### config.mk
export PLATFORM = sky130hd
export DESIGN_NAME = ofl_ctrl_regs
export DESIGN_NICKNAME = d
export VERILOG_FILES = /design/src/rtl/ofl_regs_pkg.sv /design/src/rtl/ofl_axil_wr.sv /design/src/rtl/ofl_axil_rd.sv /design/src/rtl/ofl_reg_bank.sv /design/src/rtl/ofl_ctrl_regs.sv
export SDC_FILE = /design/constraint.sdc
export NUM_CORES = 1
export LEC_CHECK = 0
export BUFFER_PORTS_ARGS = -buffer_cell sky130_fd_sc_hd__buf_2
export CELL_PAD_IN_SITES_DETAIL_PLACEMENT = 0
export CELL_PAD_IN_SITES_GLOBAL_PLACEMENT = 1
export CORE_ASPECT_RATIO = 2
export CORE_UTILIZATION = 35
export CTS_CLUSTER_SIZE = 24
export DETAILED_ROUTE_END_ITERATION = 8
export PLACE_DENSITY_LB_ADDON = 0.1
export SETUP_SLACK_MARGIN = 0.15
export SLEW_MARGIN = 15
export SYNTH_ARGS = -nofsm -noshare
export SYNTH_HDL_FRONTEND = slang
export SYNTH_SLANG_ARGS = --single-unit
export TNS_END_PERCENT = 1
### constraint.sdc
create_clock -name clk -period 3.65 [get_ports clk]
set_input_delay 0.73 -clock clk [delete_from_list [all_inputs] [get_ports clk]]
set_output_delay 0.73 -clock clk [all_outputs]
set_load 0.05 [all_outputs]
### src/rtl/ofl_regs_pkg.sv
package ofl_regs_pkg;
  localparam logic [15:0] OFF_VER   = 16'h0000;
  localparam logic [15:0] OFF_ID    = 16'h0004;
  localparam logic [15:0] OFF_SCR   = 16'h0008;
  localparam logic [15:0] OFF_MAGIC = 16'h000C;
  localparam logic [15:0] OFF_BUILD = 16'h0010;
  localparam logic [15:0] OFF_MLO   = 16'h0014;
  localparam logic [15:0] OFF_MHI   = 16'h0018;
  localparam logic [15:0] OFF_LEN   = 16'h001C;
  localparam logic [15:0] OFF_CAL   = 16'h0080;
  localparam logic [15:0] OFF_SRST  = 16'h0084;
  localparam logic [15:0] OFF_MODE  = 16'h0088;
  localparam logic [15:0] OFF_TRIG  = 16'h0100;
  localparam logic [15:0] OFF_SYNC  = 16'h0104;
  localparam logic [15:0] OFF_FSM   = 16'h0200;
  localparam logic [15:0] OFF_CLO   = 16'h0204;
  localparam logic [15:0] OFF_CHI   = 16'h0208;
  localparam logic [31:0] MAGIC_WORD = 32'h44414F46;

  // word-level address match, byte lanes ignored
  function automatic logic hit(input logic [15:0] a, input logic [15:0] off);
    return a[15:2] == off[15:2];
  endfunction

  function automatic logic [31:0] ver_word(input logic [15:0] mj, input logic [7:0] mn,
                                           input logic [7:0] pt);
    return {mj, mn, pt};
  endfunction

  function automatic logic [31:0] len_default(input logic [33:0] bytes);
    logic [33:0] units;
    units = bytes >> 6;
    return units[31:0];
  endfunction

  function automatic logic [31:0] fsm_word(input logic [1:0] rd, input logic [1:0] wr);
    return {26'd0, rd, 2'd0, wr};
  endfunction
endpackage

### src/rtl/ofl_axil_wr.sv
module ofl_axil_wr #(
  parameter int ADDR_W = 12
) (
  input  logic              clk,
  input  logic              rst_n,
  input  logic              awvalid,
  output logic              awready,
  input  logic [ADDR_W-1:0] awaddr,
  input  logic              wvalid,
  output logic              wready,
  input  logic [31:0]       wdata,
  input  logic [3:0]        wstrb,
  output logic              bvalid,
  input  logic              bready,
  output logic              wr_commit,
  output logic              wr_full,
  output logic [15:0]       wr_addr,
  output logic [31:0]       wr_data
);
  logic take;
  // address and data are accepted together, never with a response pending
  assign take      = awvalid && wvalid && !bvalid;
  assign awready   = take;
  assign wready    = take;
  assign wr_commit = take;
  assign wr_full   = &wstrb;
  assign wr_addr   = {{(16-ADDR_W){1'b0}}, awaddr};
  assign wr_data   = wdata;

  always_ff @(posedge clk or negedge rst_n) begin
    if (!rst_n)      bvalid <= 1'b0;
    else if (take)   bvalid <= 1'b1;
    else if (bready) bvalid <= 1'b0;
  end
endmodule

### src/rtl/ofl_axil_rd.sv
module ofl_axil_rd #(
  parameter int ADDR_W = 12
) (
  input  logic              clk,
  input  logic              rst_n,
  input  logic              arvalid,
  output logic              arready,
  input  logic [ADDR_W-1:0] araddr,
  output logic              rvalid,
  input  logic              rready,
  output logic [31:0]       rdata,
  output logic              rd_take,
  output logic [15:0]       rd_addr,
  input  logic [31:0]       rd_word
);
  // one read outstanding at a time
  assign arready = !rvalid;
  assign rd_take = arvalid && !rvalid;
  assign rd_addr = {{(16-ADDR_W){1'b0}}, araddr};

  always_ff @(posedge clk or negedge rst_n) begin
    if (!rst_n) begin
      rvalid <= 1'b0;
      rdata  <= '0;
    end else if (rd_take) begin
      rvalid <= 1'b1;
      rdata  <= rd_word;
    end else if (rready) begin
      rvalid <= 1'b0;
    end
  end
endmodule

### src/rtl/ofl_reg_bank.sv
module ofl_reg_bank
  import ofl_regs_pkg::*;
#(
  parameter logic [15:0] VER_MAJOR = 16'h0001,
  parameter logic [7:0]  VER_MINOR = 8'h02,
  parameter logic [7:0]  VER_PATCH = 8'h00,
  parameter logic [31:0] INST_ID   = 32'h0,
  parameter bit          TX_PATH   = 1'b1,
  parameter bit          EXT_MEM   = 1'b0,
  parameter logic [33:0] MEM_BYTES = 34'd1024
) (
  input  logic        clk,
  input  logic        rst_n,
  input  logic        wr_commit,
  input  logic        wr_full,
  input  logic [15:0] wr_addr,
  input  logic [31:0] wr_data,
  input  logic [15:0] rd_addr,
  output logic [31:0] rd_word,
  input  logic        sync_ack,
  input  logic        calib_done,
  input  logic [1:0]  rd_state,
  input  logic [1:0]  wr_state,
  input  logic [63:0] beat_cnt,
  output logic        soft_rst_n,
  output logic        oneshot_en,
  output logic        bypass_en,
  output logic [31:0] xfer_len,
  output logic [1:0]  sync_mode,
  output logic        sync_trig
);
  localparam logic [31:0] LEN_RST = len_default(MEM_BYTES);
  logic [31:0] scratch;
  logic        wr_en;

  assign wr_en = wr_commit && wr_full;  // partial words do nothing

  // writable words; all other offsets fall through
  always_ff @(posedge clk or negedge rst_n) begin
    if (!rst_n) begin
      scratch    <= '0;
      soft_rst_n <= 1'b1;
      oneshot_en <= 1'b0;
      bypass_en  <= 1'b0;
      xfer_len   <= LEN_RST;
      sync_mode  <= '0;
    end else if (wr_en) begin
      if (hit(wr_addr, OFF_SCR))  scratch    <= wr_data;
      if (hit(wr_addr, OFF_LEN))  xfer_len   <= wr_data;
      if (hit(wr_addr, OFF_SRST)) soft_rst_n <= wr_data[0];
      if (hit(wr_addr, OFF_MODE)) begin
        oneshot_en <= wr_data[1];
        bypass_en  <= wr_data[0];
      end
      if (hit(wr_addr, OFF_SYNC)) sync_mode  <= wr_data[1:0];
    end
  end

  // acknowledge wins, a written 1 toggles the pending trigger
  always_ff @(posedge clk or negedge rst_n) begin
    if (!rst_n)        sync_trig <= 1'b0;
    else if (sync_ack) sync_trig <= 1'b0;
    else if (wr_en && hit(wr_addr, OFF_TRIG) && wr_data[0]) sync_trig <= !sync_trig;
  end

  // read word selection
  always_comb begin
    rd_word = '0;
    if (hit(rd_addr, OFF_VER))   rd_word = ver_word(VER_MAJOR, VER_MINOR, VER_PATCH);
    if (hit(rd_addr, OFF_ID))    rd_word = INST_ID;
    if (hit(rd_addr, OFF_SCR))   rd_word = scratch;
    if (hit(rd_addr, OFF_MAGIC)) rd_word = MAGIC_WORD;
    if (hit(rd_addr, OFF_BUILD)) rd_word = {30'd0, TX_PATH, EXT_MEM};
    if (hit(rd_addr, OFF_MLO))   rd_word = MEM_BYTES[31:0];
    if (hit(rd_addr, OFF_MHI))   rd_word = {30'd0, MEM_BYTES[33:32]};
    if (hit(rd_addr, OFF_LEN))   rd_word = xfer_len;
    if (hit(rd_addr, OFF_CAL))   rd_word = {31'd0, calib_done};
    if (hit(rd_addr, OFF_SRST))  rd_word = {31'd0, soft_rst_n};
    if (hit(rd_addr, OFF_MODE))  rd_word = {30'd0, oneshot_en, bypass_en};
    if (hit(rd_addr, OFF_TRIG))  rd_word = {31'd0, sync_trig};
    if (hit(rd_addr, OFF_SYNC))  rd_word = {30'd0, sync_mode};
    if (hit(rd_addr, OFF_FSM))   rd_word = fsm_word(rd_state, wr_state);
    if (hit(rd_addr, OFF_CLO))   rd_word = beat_cnt[31:0];
    if (hit(rd_addr, OFF_CHI))   rd_word = beat_cnt[63:32];
  end
endmodule

### src/rtl/ofl_ctrl_regs.sv
module ofl_ctrl_regs #(
  parameter int          ADDR_W    = 12,
  parameter logic [15:0] VER_MAJOR = 16'h0001,
  parameter logic [7:0]  VER_MINOR = 8'h02,
  parameter logic [7:0]  VER_PATCH = 8'h00,
  parameter logic [31:0] INST_ID   = 32'h0,
  parameter bit          TX_PATH   = 1'b1,
  parameter bit          EXT_MEM   = 1'b0,
  parameter logic [33:0] MEM_BYTES = 34'd1024
) (
  input  logic              clk,
  input  logic              rst_n,
  input  logic              awvalid,
  output logic              awready,
  input  logic [ADDR_W-1:0] awaddr,
  input  logic              wvalid,
  output logic              wready,
  input  logic [31:0]       wdata,
  input  logic [3:0]        wstrb,
  output logic              bvalid,
  input  logic              bready,
  output logic [1:0]        bresp,
  input  logic              arvalid,
  output logic              arready,
  input  logic [ADDR_W-1:0] araddr,
  output logic              rvalid,
  input  logic              rready,
  output logic [31:0]       rdata,
  output logic [1:0]        rresp,
  output logic              soft_rst_n,
  output logic              oneshot_en,
  output logic              bypass_en,
  output logic [31:0]       xfer_len,
  output logic [1:0]        sync_mode,
  output logic              sync_trig,
  input  logic              sync_ack,
  input  logic              calib_done,
  input  logic [1:0]        rd_state,
  input  logic [1:0]        wr_state,
  input  logic [63:0]       beat_cnt
);
  // named internal events, observed by the checker
  logic        wr_commit, wr_full, rd_take;
  logic [15:0] wr_addr, rd_addr;
  logic [31:0] wr_data, rd_word;

  assign bresp = 2'b00;
  assign rresp = 2'b00;

  ofl_axil_wr #(.ADDR_W(ADDR_W)) i_wr (
    .clk(clk), .rst_n(rst_n), .awvalid(awvalid), .awready(awready), .awaddr(awaddr),
    .wvalid(wvalid), .wready(wready), .wdata(wdata), .wstrb(wstrb),
    .bvalid(bvalid), .bready(bready), .wr_commit(wr_commit), .wr_full(wr_full),
    .wr_addr(wr_addr), .wr_data(wr_data));

  ofl_axil_rd #(.ADDR_W(ADDR_W)) i_rd (
    .clk(clk), .rst_n(rst_n), .arvalid(arvalid), .arready(arready), .araddr(araddr),
    .rvalid(rvalid), .rready(rready), .rdata(rdata), .rd_take(rd_take),
    .rd_addr(rd_addr), .rd_word(rd_word));

  ofl_reg_bank #(
    .VER_MAJOR(VER_MAJOR), .VER_MINOR(VER_MINOR), .VER_PATCH(VER_PATCH),
    .INST_ID(INST_ID), .TX_PATH(TX_PATH), .EXT_MEM(EXT_MEM), .MEM_BYTES(MEM_BYTES)
  ) i_bank (
    .clk(clk), .rst_n(rst_n), .wr_commit(wr_commit), .wr_full(wr_full),
    .wr_addr(wr_addr), .wr_data(wr_data), .rd_addr(rd_addr), .rd_word(rd_word),
    .sync_ack(sync_ack), .calib_done(calib_done), .rd_state(rd_state),
    .wr_state(wr_state), .beat_cnt(beat_cnt), .soft_rst_n(soft_rst_n),
    .oneshot_en(oneshot_en), .bypass_en(bypass_en), .xfer_len(xfer_len),
    .sync_mode(sync_mode), .sync_trig(sync_trig));
endmodule

# Word-level counts from Yosys, hierarchy flattened
# Cells that the tools add are included.
# word_totals
ff_bits	104
in_bits	137
wordCells	72
out_inout_bits	79
# classes
reduce_logical	19
mux	22
eq_ne	21
# ops
cell	n
two-way mux 32 bit	14
equality test 10 x 3 -> 1 bit, second input constant	5
equality test 10 x 6 -> 1 bit, second input constant	5
equality test 10 x 7 -> 1 bit, second input constant	4
two-way mux 17 bit	2
equality test 10 x 2 -> 1 bit, second input constant	3
equality test 10 x 8 -> 1 bit, second input constant	3
zero test 14 bit	1
equality test 10 x 1 -> 1 bit, second input constant	1
AND reduction 2 bit	5
logical AND 1 bit	6
two-way mux 1 bit	6
nonzero test 2 bit	3
AND reduction 4 bit	1
zero test 1 bit	3

# Depth between registers and ports, before layout
# Gate-level depths: netlist of run 1.
# logic_depth
word_depth	17
depth_mapped	8
mapped_depth_nobuf	5

# Modules after synthesis
# Synthesis of run 1 repeated with hierarchy kept, for this count alone.
# hier_totals
cells_unflattened	506
hier_area_um2	5821.8
# modules_own_cells
mod	seq_area_each_um2	instances	area_each_um2	cells_each
ofl_reg_bank	1754.2	1	3880.0	356
ofl_axil_rd	825.8	1	1477.7	89
ofl_axil_wr	25.0	1	430.4	56
ofl_ctrl_regs	0.0	1	33.8	5

# Worst setup path before layout of run 1
# Ideal clock, no wire load.
# synth_path
path_kind	input to register
from	in wvalid
to	reg i_bank.xfer_len[10]
arrival_time_ns	2.414
t_required_ns	3.525
n_path_buf	1
setup_time_ns	0.125
setup_slack_ns	1.111
cell_stages	5
path_cell_list	and3b_1 nand4_1 nor3_1 buf_2 mux2_2
# synth_via
elab_chain_len	4
# synth_lines
element	line	rtl
start: declaration	ofl_ctrl_regs.sv:16	input logic wvalid,
logical AND 1 bit (2 in series)	ofl_axil_wr.sv:22	assign take = awvalid && wvalid && !bvalid;
logical AND 1 bit	ofl_reg_bank.sv:36	assign wr_en = wr_commit && wr_full;
AND reduction 2 bit (no line)	-	
end signal: assignment	ofl_reg_bank.sv:49	if (hit(wr_addr, OFF_LEN)) xfer_len <= wr_data;
end: declaration	ofl_reg_bank.sv:28	output logic [31:0] xfer_len,
# Every way passes these cells.
# A chain may end at the register's enable or synchronous reset.

# Worst setup path in the final report of run 1
# layout_path
from	in araddr[5]
to	reg i_rd.rdata[2]
# layout_via
elab_chain_len	16
word_cells_on_any_way	30
cone_classes	15 x eq/ne; 15 x mux
# layout_lines
element	line	rtl
start: declaration	ofl_ctrl_regs.sv:25	input logic [ADDR_W-1:0] araddr,
equality test 10 x 1 -> 1 bit	ofl_regs_pkg.sv:22	return a[15:2] == off[15:2];
two-way mux 17 bit	ofl_reg_bank.sv:70	if (hit(rd_addr, OFF_ID)) rd_word = INST_ID;
two-way mux 32 bit	ofl_reg_bank.sv:71	if (hit(rd_addr, OFF_SCR)) rd_word = scratch;
two-way mux 32 bit	ofl_reg_bank.sv:72	if (hit(rd_addr, OFF_MAGIC)) rd_word = MAGIC_WORD;
two-way mux 32 bit	ofl_reg_bank.sv:73	if (hit(rd_addr, OFF_BUILD)) rd_word = {30'd0, TX_PATH, EXT_MEM};
two-way mux 32 bit	ofl_reg_bank.sv:74	if (hit(rd_addr, OFF_MLO)) rd_word = MEM_BYTES[31:0];
two-way mux 32 bit	ofl_reg_bank.sv:75	if (hit(rd_addr, OFF_MHI)) rd_word = {30'd0, MEM_BYTES[33:32]};
two-way mux 32 bit	ofl_reg_bank.sv:76	if (hit(rd_addr, OFF_LEN)) rd_word = xfer_len;
two-way mux 32 bit	ofl_reg_bank.sv:77	if (hit(rd_addr, OFF_CAL)) rd_word = {31'd0, calib_done};
two-way mux 32 bit	ofl_reg_bank.sv:78	if (hit(rd_addr, OFF_SRST)) rd_word = {31'd0, soft_rst_n};
two-way mux 32 bit	ofl_reg_bank.sv:79	if (hit(rd_addr, OFF_MODE)) rd_word = {30'd0, oneshot_en, bypass_en};
two-way mux 32 bit	ofl_reg_bank.sv:80	if (hit(rd_addr, OFF_TRIG)) rd_word = {31'd0, sync_trig};
two-way mux 32 bit	ofl_reg_bank.sv:81	if (hit(rd_addr, OFF_SYNC)) rd_word = {30'd0, sync_mode};
two-way mux 32 bit	ofl_reg_bank.sv:82	if (hit(rd_addr, OFF_FSM)) rd_word = fsm_word(rd_state, wr_state);
two-way mux 32 bit	ofl_reg_bank.sv:83	if (hit(rd_addr, OFF_CLO)) rd_word = beat_cnt[31:0];
two-way mux 32 bit (*)	ofl_reg_bank.sv:84	if (hit(rd_addr, OFF_CHI)) rd_word = beat_cnt[63:32];
end signal: assignment	ofl_axil_rd.sv:27	rdata <= rd_word;
end: declaration	ofl_axil_rd.sv:11	output logic [31:0] rdata,
# Mark *: on every way between the ends. The rest lies on a longest branch, timed or not.

==> qor.txt, run 1 <==
die height: 173.5 um
Post-CTS Setup Inserts: 0
Yosys top cell by area: dfrtp_1
RSZ-0062 raised after global routing: false
global-route wire length before repair: 25.01 mm
Synth Flop Type: dfrtp_1
Fmax achieved: 0.3755 GHz
Hold Buf Count CTS: 0
Setup CP Type: in2reg
Layout Nets: 800
clk_lat worst skew: 350 ps
Num CTS Buffers: 9
post-route DRC violation count: 0
status: complete, no violations
Peak supply drop: 0.0002080 V
router iterations before antenna repair: 4
CP peak stage delay: 850 ps
total global routing track utilization: 21.88%
Critical Path AT: 2950 ps
r2r setup slk: 1470 ps
Placer Congestion: 0.8510
Layout area overhead: 29.29%
crit path cell chain: buf_2, or4_1, nor4_4, buf_4, a221oi_1, a21oi_1, a21o_1
final cycle utilization of the critical path: 72.96%
number of synthesized flops with an enable pin: 0
pin count of the biggest net entering global routing: 57
DR vias/cell: 5.347
Clock Skews: 6.898 ps
Routed wire per std cell: 18.77 um
Clock Tree Root: clkbuf_16
final setup violation count: 0
CTS max path bufs: 2
Syn Inst Count: 469
die footprint: 0.01523 mm^2
Slew @ Worst Pin: 932.7 ps
Post-Syn Area: 0.005147 mm^2
flops & latches, synth: 104
Detailed Route WL: 16.16 mm
Initial Util: 35.87%
Leakage Power: 3.422 nW
most common cell after layout, fill and taps aside: buf_2
share of layout cells above drive strength 1: 47.75%
cell row count: 62
Sink Count: 104
post-DP HPWL: 11.71 mm
TritonCTS clock tree: built
die width: 87.75 um
Fin. Hold Viols: 0
Buf+Inv Stages, Crit Path: 2
min Tclk post-route: 2663 ps
relative slew slack: 37.67%
# resized after CTS: 0
synth top area cells: dfrtp_1, mux2_2, o21ai_0
final core utilization: 46.37%
R2R depth: 5
Synth top area share: 49.59%
ys async rst share: 100.0%
Max Cap Viol: 0
startpoint types: input pin
Reg clk slew, reported paths: 80 ps
CP max-delay cell: or4_1
Yosys warnings: 0
synthesized area per cell: 10.98 um^2
H-tree depth: 3
TNS Setup: 0 ps
GR Overflow Total: 0
worst r2r src: i_wr.bvalid
final-report max-slew violation count: 0
vias in the first global route: 4643
Synth cell types: 54
Port Buffers: 207
most frequent cells in the layout: buf_2, dfrtp_1, mux2_2
core area: 0.01435 mm^2
routed vias: 4604
Place WS: 633.4 ps
delay-heaviest family, CP: simple AND/OR/NAND/NOR gates
PD cells: 358.1 mW/mm^2
Hold Crit Class: in2async
register area share after synthesis: 50.61%
Worst Path Required: 3930 ps
CP endpoint kind: flip-flop
# IOs: 216
reg2reg end: i_bank.scratch[15]
DR iter-0 viols: 142
final worst slack: 986.9 ps
ANT nets after route: 0
initial antenna violation count: 1
worst-path fanout max: 30
-- area by class of cell --
| class | instances | area (um^2) |
|---|---|---|
| Inverter | 6 | 22.52 |
| Multi-Input combinational cell | 324 | 2356 |
| Clock inverter | 6 | 53.80 |
| Timing Repair Buffer | 218 | 1146 |
| Sequential cell | 104 | 2605 |
| Fill cell | 1407 | 7696 |
| Clock buffer | 10 | 229.0 |
| Tap cell | 192 | 240.2 |
| Antenna cell | 1 | 2.502 |
-- power breakdown --
part / switching [W] / leakage (nW) / internal [W] / total, W
Sequential: 0.00000616 / 1.44 / 0.00116 / 0.00117
Clock: 0.000456 / 0.129 / 0.000474 / 0.000930
Combinational: 0.000191 / 1.86 / 0.0000932 / 0.000284
-- worst reg2reg max path, delay by kind of cell (launching register included) --
family	cells	cell delay [ps]
and+or+nand+nor	3	1050
DFF	1	400
muxes	1	360
buffers and inverters	1	260
-- flip-flops by register name, summed over array words and instances, names as in the netlist --
signal / flops
i_bank.scratch: 32
i_bank.xfer_len: 32
i_rd.rdata: 32
i_bank.sync_mode: 2
i_bank.bypass_en: 1
i_bank.oneshot_en: 1
i_bank.soft_rst_n: 1
i_bank.sync_trig: 1
i_rd.rvalid: 1
i_wr.bvalid: 1
-- cells by family after synthesis --
logic type	count (synthesis)	synth area share (%)
AO/OA/AOI/OAI	142	17.48
XOR/XNOR	1	0.1702
flip-flops	104	50.61
buffers and inverters	44	4.399
other	1	0.07285
AND/OR/NAND/NOR	106	11.76
multiplexers	71	15.51
-- worst max path at each step --
stage                   start             endpoint  slack, ps  cells past startpoint
floorplan              wvalid  i_bank.xfer_len[10]       1110                      5
global placement    araddr[5]        i_rd.rdata[2]        650                      7
detailed placement  araddr[5]        i_rd.rdata[2]        630                      7
CTS                 araddr[5]        i_rd.rdata[2]       1000                      7
global route        araddr[5]        i_rd.rdata[2]        860                      7
finish              araddr[5]        i_rd.rdata[2]        990                      7
-- per-stage QoR --
step | instances | hold slack, ps | cell area, um^2 | total power, W
2_1_floorplan | 472 | 434.4 | 5159 | 0.001334
3_3_place_gp | 844 | 454.9 | 6370 | 0.001475
3_5_place_dp | 844 | 460.9 | 6370 | 0.001478
4_1_cts | 860 | 425.6 | 6653 | 0.002423
5_1_grt | 860 | 452.0 | 6653 | 0.002480
6_report | 861 | 412.0 | 6655 | 0.002383
-- cells in the mapped netlist (2+ instances only) --
| library cell | instances |
|---|---|
| a211oi_1 | 2 |
| a21o_1 | 10 |
| a21oi_1 | 36 |
| a221o_1 | 19 |
| a221oi_1 | 9 |
| a31oi_1 | 2 |
| and2_1 | 2 |
| and3_1 | 5 |
| buf_2 | 15 |
| buf_4 | 5 |
| buf_6 | 3 |
| clkbuf_1 | 13 |
| dfrtp_1 | 102 |
| dfstp_2 | 2 |
| inv_1 | 6 |
| mux2_2 | 70 |
| nand2_1 | 37 |
| nand3_1 | 10 |
| nand3b_1 | 2 |
| nand4_1 | 3 |
| nor2_1 | 8 |
| nor2b_1 | 3 |
| nor3_1 | 7 |
| nor4_1 | 4 |
| nor4_4 | 2 |
| nor4b_1 | 2 |
| o21ai_0 | 40 |
| o21ai_1 | 15 |
| o21bai_1 | 2 |
| or2_2 | 2 |
| or3_1 | 7 |
| or3b_2 | 2 |
-- layer usage --
layer / part of all wire [%] / routed length [um] / track usage [%]
met2: 57 / 9292 / 41.93
met4: 2.0 / 325 / 7.104
met3: 5.0 / 816 / 3.810
met1: 35 / 5728 / 23.04
met5: 0 / 0 / 0
(Power assumes the default switching activity.)
==> inputs of run 2 (changes only) <==
clock period = 2.5 ns   (was 3.65 ns; I/O delays follow)
==> run 2 against run 1 <==
Against the previous run: power increased by 48%; sequential power increased by 46%; register-to-register slack got worse by 790 ps; worst hold slack got worse by 320 ps; global-route usage increased by 0.96 points; combinational power increased by 52%; critical path depth increased by 1; wire length increased by 2.7%; via count increased by 1.9%; first-iteration DRC count decreased by 9.9%; utilization increased by 1.2 points; largest cell class unchanged; highest routed layer unchanged.
==> qor.txt, run 2 (synthesis results as in run 1) <==
largest registers: i_bank.scratch: 32 flops, i_bank.xfer_len: 32 flops, i_rd.rdata: 32 flops
Post-CTS Setup Inserts: 0
post-route DRC violation count: 0
core area: 0.01435 mm^2
CP endpoint kind: flip-flop
Worst Path Required: 2780 ps
Clock Skews: 12.08 ps
min Tclk post-route: 2105 ps
CP max-delay cell: or4_1
routed vias: 4692
CTS max path bufs: 2
final cycle utilization of the critical path: 84.20%
TNS Setup: 0 ps
vias in the first global route: 4901
final-report max-slew violation count: 0
Detailed Route WL: 16.60 mm
clk_lat worst skew: 350 ps
Layout Nets: 816
Reg clk slew, reported paths: 80 ps
most common cell after layout, fill and taps aside: buf_2
crit path cell chain: buf_2, or4_1, buf_4, nor4_4, buf_12, a221oi_1, a21oi_1, a21o_1
Routed wire per std cell: 18.90 um
Max Cap Viol: 0
startpoint types: input pin
relative slew slack: 64.42%
Placer Congestion: 0.8875
GR Overflow Total: 0
share of layout cells above drive strength 1: 49.12%
# IOs: 216
post-DP HPWL: 12.44 mm
pin count of the biggest net entering global routing: 36
Peak supply drop: 0.0003366 V
Slew @ Worst Pin: 532.4 ps
global-route wire length before repair: 26.22 mm
H-tree depth: 3
cell row count: 62
ANT nets after route: 0
# resized after CTS: 0
die height: 173.5 um
die width: 87.75 um
sequential share of power: 48.3%
total global routing track utilization: 22.84%
PD cells: 517.6 mW/mm^2
status: complete, no violations
Fmax achieved: 0.4751 GHz
Clock power frac: 39.5%
Clock Tree Root: clkbuf_16
final setup violation count: 0
Comb power frac: 12.2%
Initial Util: 35.87%
worst-path fanout max: 30
Pwr Total: 0.003536 W
Fin. Hold Viols: 0
DR iter-0 viols: 128
Port Buffers: 207
Buf+Inv Stages, Crit Path: 3
Fillers: 1405
initial antenna violation count: 2
Pint: 0.002551 W
Leakage Power: 3.523 nW
Net Sw Frac: 27.86%
Setup CP Type: in2reg
most frequent cells in the layout: buf_2, dfrtp_1, mux2_2
die footprint: 0.01523 mm^2
CP peak stage delay: 590 ps
placed cell areas: 0.006541 mm^2
router iterations before antenna repair: 4
TritonCTS clock tree: built
Sink Count: 104
Hold Crit Class: in2async
DR vias/cell: 5.344
delay-heaviest family, CP: simple AND/OR/NAND/NOR gates
Layout area overhead: 32.74%
Num CTS Buffers: 9
switching power total: 0.0009851 W
Critical Path AT: 2390 ps
RSZ-0062 raised after global routing: false
Hold Buf Count CTS: 0
Non-Filler Cell Area, Final: 0.006833 mm^2
## run 2: changes by cell type in the layout (fill, tap and decap cells not counted)
cell and change:
inv_6 +3, diode_2 +1, clkinvlp_4 -3, and3b_2 +1, buf_12 +4, buf_4 +12
and3b_1 -1
## run 2: stage by stage
stage	cells	hold slack, ps	util (%)	worst slack [ps]
after floorplan	472	204.4	-	209.4
after global placement	860	459.3	45.58	60.34
after detailed placement	860	464.0	45.58	49.11
after CTS	876	103.6	47.58	419.2
after global routing	878	123.1	47.61	235.8
final	878	88.28	47.61	395.1
## run 2: cell type report
cell class	count	area [um^2]	share of cell area (%)
repair buffers	234	1316	19.26
multi-input cells	324	2357	34.50
diodes	2	5.005	0.07325
flip-flops and latches	104	2605	38.12
inverters	6	22.52	0.3296
clock inverters	6	57.56	0.8423
clock buffers	10	229.0	3.351
well taps	192	240.2	3.516
## run 2: power by group through the flow
stage	logic, W	registers [W]	clock network [W]
final	0.000433	0.00171	0.00140
after global routing	0.000473	0.00171	0.00150
after CTS	0.000439	0.00171	0.00144
after detailed placement	0.000438	0.00174	0
after global placement	0.000431	0.00174	0
after floorplan	0.000149	0.00180	0
## run 2: worst paths after layout
path / start / to / slack, ps / cells after the start
setup / recovery: araddr[5] / i_rd.rdata[2] / 400 / 8
hold / removal: rst_n / i_rd.rdata[28] / 90 / 1
setup reg to reg: i_wr.bvalid / i_bank.scratch[4] / 680 / 5
hold reg to reg: i_rd.rdata[19] / i_rd.rdata[19] / 480 / 2
max in group asynchronous: rst_n / i_bank.scratch[12] / 1690 / 2
min in group clk: sync_ack / i_bank.sync_trig / 300 / 2
## run 2: layer usage
metal  part of all wire (%)  global-route usage (%)  vias to the layer above
met3                    4.4                   3.429                       18
li1                       -                       -                     2165
met5                      0                       0                        -
met4                    2.1                   7.992                        0
met2                     58                   44.15                      166
met1                     35                   23.78                     2343
